File: config.mk
export PLATFORM = sky130hd
export DESIGN_NAME = reloc_unit
export DESIGN_NICKNAME = d
export VERILOG_FILES = /design/src/rtl/reloc_pkg.sv /design/src/rtl/reloc_regs.sv /design/src/rtl/reloc_xlate.sv /design/src/rtl/reloc_unit.sv
export SDC_FILE = /design/constraint.sdc
export NUM_CORES = 1
export LEC_CHECK = 0
export BUFFER_PORTS_ARGS = -buffer_cell sky130_fd_sc_hd__buf_2
export CAP_MARGIN = 10
export CORE_UTILIZATION = 50
export DETAILED_ROUTE_END_ITERATION = 10
export PLACE_DENSITY = 0.75
export SLEW_MARGIN = 15
export SYNTH_ARGS = -nofsm -noshare
export SYNTH_HDL_FRONTEND = slang
export SYNTH_SLANG_ARGS = --single-unit
File: constraint.sdc
create_clock -name clk -period 3.5 [get_ports clk]
set_input_delay 0.35 -clock clk [delete_from_list [all_inputs] [get_ports clk]]
set_output_delay 0.35 -clock clk [all_outputs]
set_load 0.005 [all_outputs]
File: src/rtl/reloc_pkg.sv
package reloc_pkg;
  parameter int unsigned ADDR_W = 32;

  typedef enum logic {
    SEL_BASE   = 1'b0,
    SEL_BOUNDS = 1'b1
  } cfg_sel_e;
endpackage

File: src/rtl/reloc_regs.sv
module reloc_regs #(
  parameter int unsigned AW = reloc_pkg::ADDR_W
) (
  input  logic          clk,
  input  logic          rst_n,
  input  logic          cfg_we,
  input  logic          cfg_kernel,
  input  logic          cfg_sel,
  input  logic [AW-1:0] cfg_wdata,
  output logic [AW-1:0] base_o,
  output logic [AW-1:0] bounds_o,
  output logic          priv_fault_o
);
  import reloc_pkg::*;

  logic [AW-1:0] base_q, bounds_q;
  logic          priv_q;
  logic          base_en, bounds_en, priv_d;

  always_comb begin
    base_en   = cfg_we && cfg_kernel && (cfg_sel_e'(cfg_sel) == SEL_BASE);
    bounds_en = cfg_we && cfg_kernel && (cfg_sel_e'(cfg_sel) == SEL_BOUNDS);
    priv_d    = cfg_we && !cfg_kernel;
  end

  always_ff @(posedge clk or negedge rst_n) begin
    if (!rst_n) begin
      base_q   <= '0;
      bounds_q <= '0;
      priv_q   <= 1'b0;
    end else begin
      if (base_en)   base_q   <= cfg_wdata;
      if (bounds_en) bounds_q <= cfg_wdata;
      priv_q <= priv_d;
    end
  end

  assign base_o       = base_q;
  assign bounds_o     = bounds_q;
  assign priv_fault_o = priv_q;

  // a user-mode write never alters the registers and is flagged
  assert_user_write_refused_R7: assert property (@(posedge clk) disable iff (!rst_n)
    (cfg_we && !cfg_kernel) |=> ($stable(base_q) && $stable(bounds_q) && priv_q));

  // a kernel write lands in the selected register
  assert_kernel_write_lands_R6: assert property (@(posedge clk) disable iff (!rst_n)
    (cfg_we && cfg_kernel) |=>
      ((cfg_sel_e'($past(cfg_sel)) == SEL_BASE) ? (base_q == $past(cfg_wdata))
                                                : (bounds_q == $past(cfg_wdata))));
endmodule

File: src/rtl/reloc_xlate.sv
module reloc_xlate #(
  parameter int unsigned AW = reloc_pkg::ADDR_W
) (
  input  logic          clk,
  input  logic          rst_n,
  input  logic          req_valid,
  input  logic          req_kernel,
  input  logic [AW-1:0] req_addr,
  input  logic [AW-1:0] base_i,
  input  logic [AW-1:0] bounds_i,
  output logic          rsp_valid_o,
  output logic [AW-1:0] rsp_addr_o,
  output logic          rsp_fault_o
);
  logic [AW-1:0] sum;
  logic          in_range, pass_d, fault_d;
  logic [AW-1:0] addr_d;
  logic          valid_q, fault_q;
  logic [AW-1:0] addr_q;

  always_comb begin
    sum      = req_addr + base_i;
    in_range = req_addr < bounds_i;
    pass_d   = req_valid && (req_kernel || in_range);
    fault_d  = req_valid && !req_kernel && !in_range;
    if (!pass_d)         addr_d = '0;
    else if (req_kernel) addr_d = req_addr;
    else                 addr_d = sum;
  end

  always_ff @(posedge clk or negedge rst_n) begin
    if (!rst_n) begin
      valid_q <= 1'b0;
      fault_q <= 1'b0;
      addr_q  <= '0;
    end else begin
      valid_q <= pass_d;
      fault_q <= fault_d;
      if (req_valid) addr_q <= addr_d;
    end
  end

  assign rsp_valid_o = valid_q;
  assign rsp_addr_o  = addr_q;
  assign rsp_fault_o = fault_q;

  // an access is either issued or faulted, never both
  assert_valid_xor_fault_R3: assert property (@(posedge clk) disable iff (!rst_n)
    !(valid_q && fault_q));

  // kernel references pass through untouched
  assert_kernel_passthru_R5: assert property (@(posedge clk) disable iff (!rst_n)
    (req_valid && req_kernel) |=> (valid_q && !fault_q && addr_q == $past(req_addr)));

  // no request, no response
  assert_idle_quiet_R8: assert property (@(posedge clk) disable iff (!rst_n)
    !req_valid |=> (!valid_q && !fault_q));

  // user reference above the bound faults
  assert_user_over_bound_R4: assert property (@(posedge clk) disable iff (!rst_n)
    (req_valid && !req_kernel && req_addr >= bounds_i) |=> (fault_q && addr_q == '0));
endmodule

File: src/rtl/reloc_unit.sv
module reloc_unit #(
  parameter int unsigned ADDR_W = reloc_pkg::ADDR_W
) (
  input  logic              clk,
  input  logic              rst_n,
  input  logic              req_valid,
  input  logic              req_kernel,
  input  logic [ADDR_W-1:0] req_addr,
  input  logic              cfg_we,
  input  logic              cfg_kernel,
  input  logic              cfg_sel,
  input  logic [ADDR_W-1:0] cfg_wdata,
  output logic              rsp_valid,
  output logic [ADDR_W-1:0] rsp_addr,
  output logic              rsp_prot_fault,
  output logic              cfg_priv_fault
);
  logic [ADDR_W-1:0] base_w, bounds_w;

  reloc_regs #(.AW(ADDR_W)) u_regs (
    .clk          (clk),
    .rst_n        (rst_n),
    .cfg_we       (cfg_we),
    .cfg_kernel   (cfg_kernel),
    .cfg_sel      (cfg_sel),
    .cfg_wdata    (cfg_wdata),
    .base_o       (base_w),
    .bounds_o     (bounds_w),
    .priv_fault_o (cfg_priv_fault)
  );

  reloc_xlate #(.AW(ADDR_W)) u_xlate (
    .clk         (clk),
    .rst_n       (rst_n),
    .req_valid   (req_valid),
    .req_kernel  (req_kernel),
    .req_addr    (req_addr),
    .base_i      (base_w),
    .bounds_i    (bounds_w),
    .rsp_valid_o (rsp_valid),
    .rsp_addr_o  (rsp_addr),
    .rsp_fault_o (rsp_prot_fault)
  );

  // with a zero bound every user reference faults
  assert_zero_bound_faults_R1: assert property (@(posedge clk) disable iff (!rst_n)
    (req_valid && !req_kernel && bounds_w == '0) |=> rsp_prot_fault);
endmodule

### Word level (Yosys, flattened, before mapping)

Cells that the tools add are included.

| word-level totals | value |
|---|---|
| register bits | 99 |
| input port bits | 71 |
| output and inout port bits | 35 |

| cells by class | value |
|---|---|
| add/sub/neg operators | 1 |
| magnitude comparators | 1 |
| mux-type cells | 2 |
| bitwise gates (word level) | 1 |
| reduce and logical (&&, ||, !) cells | 11 |

Operators by type and width:

| kind | count |
|---|---|
| $mux W32 | 2 |
| $add A32 B32 Y32 | 1 |
| $lt A32 B32 Y1 | 1 |
| $logic_and A1 B1 Y1 | 7 |
| $logic_not A1 Y1 | 3 |
| $logic_or A1 B1 Y1 | 1 |
| $not A1 Y1 | 1 |

### Depth between registers and ports, before layout

Gate-level depths: netlist (run 1).

| depth | value |
|---|---|
| depth after elaboration | 4 |
| depth in mapped cells | 12 |
| mapped depth without buffers | 11 |

### By module

A second synthesis (run 1) with hierarchy kept.

| second synthesis, totals | value |
|---|---|
| cell total of the unflattened synthesis | 634 |
| area, all modules | 6497.5 um^2 |

Modules (own cells, without submodules):

| module | instances | cells an instance | area an instance (um^2) | sequential area each (um^2) |
|---|---|---|---|---|
| reloc_xlate | 1 | 496 | 3952.5 | 850.8 |
| reloc_regs | 1 | 138 | 2544.9 | 1626.6 |

### Worst setup path before layout (run 1)

OpenSTA, ideal clock, no wires.

| timing | value |
|---|---|
| kind | in2reg |
| start point | input req_addr[0] |
| end point | register u_xlate.addr_q[28], in the netlist u_xlate.rsp_addr_o[28] |
| arrival time | 2792 ps |
| data required time | 3373 ps |
| setup slack | 581 ps |
| stages | 11 |
| path through | ha_1 -> fa_1 -> a211oi_1 -> o21bai_1 -> a221o_2 -> a31oi_1 -> o41a_2 -> o31ai_1 -> a221oi_1 -> mux2i_1 -> nand3_1 |

| between the ends | value |
|---|---|
| word-level cells in the longest chain between the ends | 4 |

RTL lines:

| element | RTL line | source |
|---|---|---|
| from (decl) | reloc_unit.sv:8 | `input logic [ADDR_W-1:0] req_addr,` |
| $lt A32 B32 Y1 | reloc_xlate.sv:23 | `in_range = req_addr < bounds_i;` |
| $logic_or A1 B1 Y1 | reloc_xlate.sv:24 | `pass_d = req_valid && (req_kernel \|\| in_range);` |
| $logic_and A1 B1 Y1 | reloc_xlate.sv:24 |  |
| $mux W32 (*) | reloc_xlate.sv:26 | `if (!pass_d) addr_d = '0;` |
| to (signal assigned) | reloc_xlate.sv:39 | `if (req_valid) addr_q <= addr_d;` |
| to (decl) | reloc_xlate.sv:19 | `logic [AW-1:0] addr_q;` |

Mark *: on every way between the ends. The rest lies on a longest branch, timed or not.
A chain may end at the register's enable or synchronous reset.

### Final worst setup path (run 1)

| timing | value |
|---|---|
| start point | register u_regs.base_q[0], in the netlist u_regs.base_o[0] |
| end point | register u_xlate.addr_q[28], in the netlist u_xlate.rsp_addr_o[28] |

| between the ends | value |
|---|---|
| word-level cells in the longest chain between the ends | 3 |

RTL lines:

| element | RTL line | source |
|---|---|---|
| from (decl) | reloc_regs.sv:16 | `logic [AW-1:0] base_q, bounds_q;` |
| from (signal assigned) | reloc_regs.sv:32 | `if (base_en) base_q <= cfg_wdata;` |
| $add A32 B32 Y32 | reloc_xlate.sv:22 | `sum = req_addr + base_i;` |
| $mux W32 | reloc_xlate.sv:27 | `else if (req_kernel) addr_d = req_addr;` |
| $mux W32 | reloc_xlate.sv:26 |  |

Every way passes these cells.

==> results of run 1 <==
## layout make-up
cell class              instances  area (um^2)  share of cell area, %
clock buffers                  14          274                   3.70
inverters                      52          195                   2.63
clock inverters                 1         7.51                  0.101
flip-flops and latches         99         2480                   33.4
well taps                     172          215                   2.90
multi-input cells             471         3640                   49.1
repair buffers                115          606                   8.17
## flip-flops by register name (all words and copies together), names as in the netlist
signal / count
u_regs.base_o: 32
u_regs.bounds_o: 32
u_xlate.rsp_addr_o: 32
u_regs.priv_fault_o: 1
u_xlate.rsp_fault_o: 1
u_xlate.rsp_valid_o: 1
## cells by family after synthesis
group                    count (synthesis)  share of synthesized area [%]
flip-flops                              99                           38.5
XOR/XNOR                                23                           3.13
AO/OA/AOI/OAI                          184                           19.2
adder cells (fa/ha/maj)                 63                           12.4
multiplexers                            67                           11.7
buffers and inverters                   81                           4.94
AND/OR/NAND/NOR                        134                           10.2
## power by group
part,internal (mW),leakage (nW),switching (mW)
Sequential,1.37,1.20,0.135
Combinational,0.693,2.36,0.794
Clock,0.537,0.135,0.433
Total,2.60,3.69,1.36
## through the flow
stage	utilization (%)	hold WS, ps	instances
floorplan	-	54.4	651
global placement	56.7	372	908
detailed placement	56.7	374	908
CTS	59.0	158	924
global route	59.0	184	924
finish	59.0	174	924
## Yosys cell counts, types with 2 or more instances
cell type / count / area share (%)
dfrtp_1: 99 / 39
mux2_2: 64 / 11
ha_1: 62 / 12
inv_1: 50 / 2.9
a21oi_1: 40 / 3.1
nand2_1: 39 / 2.3
o21ai_0: 38 / 3.0
a21o_1: 31 / 3.6
nor2_1: 28 / 1.6
clkbuf_1: 22 / 1.3
nand3_1: 22 / 1.7
a22o_1: 15 / 2.0
xnor2_1: 14 / 1.9
nand4_1: 13 / 1.3
xor2_1: 9 / 1.2
a31oi_1: 8 / 0.78
a211oi_1: 6 / 0.70
and3_1: 5 / 0.49
nor2b_1: 5 / 0.49
nor3_1: 5 / 0.39
o21a_1: 5 / 0.58
o221ai_1: 5 / 0.68
nand2b_1: 4 / 0.39
o21bai_1: 4 / 0.47
o31ai_1: 4 / 0.47
a311oi_1: 3 / 0.41
buf_1: 3 / 0.18
mux2i_1: 3 / 0.47
o2111ai_1: 3 / 0.41
o21ai_1: 3 / 0.23
a21boi_0: 2 / 0.23
and3_2: 2 / 0.23
buf_2: 2 / 0.16
clkinv_1: 2 / 0.12
nand3b_1: 2 / 0.23
o2bb2ai_1: 2 / 0.27
o311a_1: 2 / 0.31
o41ai_1: 2 / 0.27
or2_2: 2 / 0.19
## routing by layer
layer,vias up,wire (um)
met5,-,0
met1,2598,7000
met3,30,815
met2,180,7700
li1,2568,-
met4,0,331
## path summary, 6_finish.rpt
| path | end | slack, ps | depth (start not counted) |
|---|---|---|---|
| hold / removal | u_regs.priv_fault_o$_DFF_PN0_ | 170 | 2 |
| min in group asynchronous | u_xlate.rsp_addr_o[19]$_DFFE_PN0P_ | 520 | 2 |
| setup reg to reg | u_xlate.rsp_addr_o[28]$_DFFE_PN0P_ | 220 | 11 |
| hold reg to reg | u_xlate.rsp_addr_o[23]$_DFFE_PN0P_ | 490 | 1 |
| max in group asynchronous | u_regs.bounds_o[11]$_DFFE_PN0P_ | 2140 | 3 |
| setup / recovery | u_xlate.rsp_addr_o[28]$_DFFE_PN0P_ | 220 | 11 |
## worst max-delay path: cells and delay by family, from the launching register on
kind	cells	cell delay, ps
flip-flops	1	400
AO/OA/AOI/OAI	7	1790
adder cells (fa/ha/maj)	2	660
AND/OR/NAND/NOR	1	100
multiplexers	1	220
## repair_timing
| action | 4_1_cts | 5_1_grt |
|---|---|---|
| hold buffers | 1 | 0 |
| endpoints found under the setup margin | 0 | 0 |
| resized for setup | 0 | 0 |
| endpoints found under the hold margin | 41 | 0 |
==> results.py, run 1 <==
metrics = {
    "sta": {
        "slew_headroom_pct": 61.5,
        "min_period_ps": 3280,
        "rsz0062_at_grt": "no",
        "period_share_pct": 93.8,
        "final.setup.tns_ps": 0,
        "worst_slack_ps": 218,
        "finalHoldViolations": 0,
        "fin_skew_ps": 8.14,
        "worst_pin_slew_ps": 578,
        "fmax_ghz": 0.305,
        "setup_viol": 0,
        "slew_viol_final": 0,
    },
    "grt": {
        "grt_util_all_layers_pct": 25.3,
        "gr-usage-met2_pct": 42.6,
        "grt_pass1_wl_um": 25900,
        "grt_util_met3_pct": 4.97,
        "busiest_layer": "met2",
        "grtUsageMet1_pct": 32.6,
        "grt_pass1_vias": 5336,
        "grt_overflow": 0,
        "antenna_found_initial": 0,
        "grt_start_max_net_pins": 58,
    },
    "placement": {
        "place_area_mm2": 0.00712,
        "dp_slack_ps": 181,
        "io_buffers": 105,
        "gp_congestion": 0.920,
        "post-dp-hpwl_um": 11800,
    },
    "cts": {
        "htreeDepth": 3,
        "tritoncts": "yes",
        "cts_made_buffers": 9,
        "clock_sinks": 99,
        "cts_max_path_buffers": 2,
        "cts_setup_buffers": 0,
        "clock_latency_ps": 360,
        "clk_pin_slew_worst_paths_ps": 60,
        "ctsRootBufferMaster": "clkbuf_16",
    },
    "yosys": {
        "netlist_area_mm2": 0.00643,
        "synth_warnings": 0,
        "synth_nets": 785,
        "synthArstFlopShare_pct": 100,
        "syn_avg_cell_area_um2": 9.88,
        "netlist_instances": 651,
        "ys_ff_latch": 99,
        "yosysSeqAreaShare_pct": 38.5,
        "synthFlopType": "dfrtp_1",
        "synth_enable_flop_cells": 0,
        "yosysUniqueCellTypes": 60,
    },
    "worst_setup_path": {
        "cp_slowest_cell": "a221o_2",
        "worstSetupStartpoint": "u_regs.base_o[0]$_DFFE_PN0P_",
        "rr_startpoint": "u_regs.base_o[0]$_DFFE_PN0P_",
        "cp_cell_sequence": "ha_1 -> fa_1 -> a211oi_1 -> o21bai_1 -> a221o_2 -> a31oi_1 -> o41a_2 -> o31ai_1 -> a221oi_1 -> mux2i_1 -> nand3_1",
        "crit_type": "reg -> reg",
        "critPathMaxFanout": 5,
        "arrival_ps": 3520,
        "start_kind": "register",
        "required_ps": 3730,
        "endpoint_kind": "register",
        "slowest_delay_ps": 460,
    },
    "power": {
        "powerDensity_mw_per_mm2": 535,
        "worst_ir_drop_vdd_uv": 321,
        "leakage_nw": 3.69,
        "finalPower_mw": 3.96,
    },
    "final_layout": {
        "drive_gt1_share_pct": 26.5,
        "diodes": 0,
        "final_common_cell": "buf_2",
        "nFillCells": 1069,
        "final_cell_mix": "buf_2 (104), dfrtp_1 (99), mux2_2 (64), ha_1 (62), inv_1 (50)",
        "finalNetCount": 882,
        "area_growth_pct": 15.2,
        "stdcell_area_mm2": 0.00741,
    },
    "floorplan": {
        "die_area_mm2": 0.0133,
        "boundaryPins": 106,
        "core_mm2": 0.0126,
        "die_h_um": 115,
        "fp.dieW_um": 115,
        "std_cell_rows": 41,
        "initial_core_util_pct": 51.2,
    },
    "flow_run": {
        "drv_cap": 0,
    },
    "route": {
        "vias_per_cell": 5.82,
        "ant_nets": 0,
        "first_pass_iters": 6,
        "wirelength_um": 15800,
        "vias": 5376,
        "drt_iter0_markers": 257,
        "drc_errors": 0,
        "avgRoutedWirePerCell_um": 17.1,
    },
    "status": {
        "status": "completed",
    },
    "hold_path": {
        "min_from": "cfg_kernel",
        "worstHoldPathType": "in -> reg",
    },
}
(Power assumes the default switching activity.)
==> run 2, diff against run 1 <==
CORE_UTILIZATION = 62   (was 50)
PLACE_DENSITY = 0.9   (was 0.75)
clock period = 4.2 ns   (was 3.5 ns; I/O delays follow)
==> run 2 against run 1 <==
Against the previous run:
- first-iteration DRC count grew 31%
- combinational power shrank 15%
- clock skew grew 4.6 ps
- sequential share of layout area grew 0.67 points
- non-clock buffer count shrank 4
- sequential power shrank 17%
- power shrank 19%
- critical endpoint unchanged
- register-to-register slack gained 660 ps
- setup slack gained 660 ps
==> results.py, run 2 (synthesized netlist as in run 1, its figures left out) <==
metrics = {
    "worst_setup_path": {
        "path_depth": 11,
        "endpoint_kind": "register",
        "worstSetupStartpoint": "u_regs.base_o[0]$_DFFE_PN0P_",
        "slowest_delay_ps": 450,
        "crit_type": "reg -> reg",
        "required_ps": 4470,
        "critPathMaxFanout": 5,
        "cp-endpoint": "u_xlate.rsp_addr_o[28]$_DFFE_PN0P_",
        "start_kind": "register",
        "r2r-end": "u_xlate.rsp_addr_o[28]$_DFFE_PN0P_",
        "rr_startpoint": "u_regs.base_o[0]$_DFFE_PN0P_",
        "r2r_cells": 11,
        "arrival_ps": 3600,
        "cp_slowest_cell": "a221o_2",
        "cp_cell_sequence": "ha_1 -> fa_1 -> a211oi_1 -> o21bai_1 -> a221o_2 -> a31oi_1 -> o41a_2 -> o31ai_1 -> a221oi_1 -> mux2i_1 -> nand3_1",
        "r2r_setup_slack_ps": 880,
        "critPathBufInv": 0,
        "critical_path.top_delay_family": "compound AO/OA/AOI/OAI gates",
    },
    "sta": {
        "worst_pin_slew_ps": 735,
        "fin_skew_ps": 12.7,
        "setup_viol": 0,
        "min_period_ps": 3320,
        "fmax_ghz": 0.301,
        "slew_headroom_pct": 51.0,
        "final.setup.tns_ps": 0,
        "worst_slack_ps": 879,
        "finalHoldViolations": 0,
        "period_share_pct": 79.1,
        "rsz0062_at_grt": "no",
        "slew_viol_final": 0,
    },
    "final_layout": {
        "drive_gt1_share_pct": 26.4,
        "postLayoutCoreUtil_pct": 73.3,
        "diodes": 0,
        "final_cell_mix": "buf_2 (104), dfrtp_1 (99), mux2_2 (64), ha_1 (62), inv_1 (50)",
        "finalNetCount": 878,
        "area_growth_pct": 13.0,
        "final_common_cell": "buf_2",
    },
    "floorplan": {
        "die_area_mm2": 0.0108,
        "initial_core_util_pct": 64.9,
        "std_cell_rows": 36,
        "boundaryPins": 106,
        "die_h_um": 104,
        "core_mm2": 0.00991,
        "fp.dieW_um": 104,
    },
    "route": {
        "drt_iter0_markers": 336,
        "vias": 5612,
        "drc_errors": 0,
        "vias_per_cell": 6.36,
        "wirelength_um": 16100,
        "ant_nets": 0,
        "avgRoutedWirePerCell_um": 18.2,
        "first_pass_iters": 5,
    },
    "cts": {
        "tritoncts": "yes",
        "clock_sinks": 99,
        "clk_pin_slew_worst_paths_ps": 100,
        "cts_setup_buffers": 0,
        "holdBufCountCts": 0,
        "clock_latency_ps": 380,
        "cts_made_buffers": 9,
        "cts_resized": 0,
        "ctsRootBufferMaster": "clkbuf_8",
        "htreeDepth": 3,
        "cts_max_path_buffers": 2,
    },
    "placement": {
        "dp_slack_ps": 757,
        "io_buffers": 105,
        "gp_congestion": 0.925,
        "post-dp-hpwl_um": 11900,
    },
    "grt": {
        "antenna_found_initial": 1,
        "grt_overflow": 0,
        "grt_start_max_net_pins": 60,
        "grt_util_all_layers_pct": 31.0,
        "grt_pass1_wl_um": 26800,
        "grt_pass1_vias": 5629,
    },
    "power": {
        "powerDensity_mw_per_mm2": 440,
        "leakage_nw": 3.65,
        "worst_ir_drop_vdd_uv": 228,
    },
    "hold_path": {
        "worstHoldPathType": "in -> async",
    },
    "status": {
        "status": "completed",
    },
    "flow_run": {
        "drv_cap": 0,
    },
}
## run 2: layout make-up
| type | count | area, um^2 |
|---|---|---|
| inverter | 52 | 195 |
| tap | 133 | 166 |
| clock buffer | 10 | 128 |
| clock inverter | 6 | 90.1 |
| multi-input combinational | 471 | 3640 |
| fill | 736 | 2640 |
| timing repair buffer | 111 | 573 |
| sequential | 99 | 2480 |
## run 2: worst min-delay path by stage
stage / startpoint / to / slack [ps] / depth (start not counted)
after global routing: rst_n / u_xlate.rsp_addr_o[24]$_DFFE_PN0P_ / 150 / 1
final: rst_n / u_xlate.rsp_addr_o[25]$_DFFE_PN0P_ / 90 / 1
after CTS: rst_n / u_xlate.rsp_addr_o[24]$_DFFE_PN0P_ / 120 / 1
after floorplan: rst_n / u_regs.base_o[0]$_DFFE_PN0P_ / 120 / 0
after detailed placement: u_xlate.rsp_addr_o[23]$_DFFE_PN0P_ / u_xlate.rsp_addr_o[23]$_DFFE_PN0P_ / 470 / 1
after global placement: u_xlate.rsp_addr_o[23]$_DFFE_PN0P_ / u_xlate.rsp_addr_o[23]$_DFFE_PN0P_ / 460 / 1
## run 2: power by group
group | internal [mW] | total (mW) | switching (mW) | leakage, nW
combinational | 0.575 | 1.26 | 0.684 | 2.34
sequential | 1.14 | 1.26 | 0.114 | 1.20
clock | 0.337 | 0.680 | 0.343 | 0.106
## run 2: per-layer routing
| metal | track usage (%) | up-vias | share of wire [%] |
|---|---|---|---|
| met4 | 11.3 | 2 | 2.5 |
| met5 | 0 | - | 0.068 |
| met3 | 5.33 | 47 | 7.1 |
| met2 | 53.2 | 271 | 49 |
| met1 | 39.4 | 2727 | 42 |
| li1 | - | 2565 | - |
## run 2: per-stage QoR
step	hold slack (ps)	instances	power [mW]	area (um^2)
final	91.4	882	3.20	7270
after global routing	153	882	3.39	7270
after CTS	120	882	3.18	7270
after detailed placement	474	866	2.50	7050
after global placement	462	866	2.43	7050
after floorplan	124	651	2.11	6430
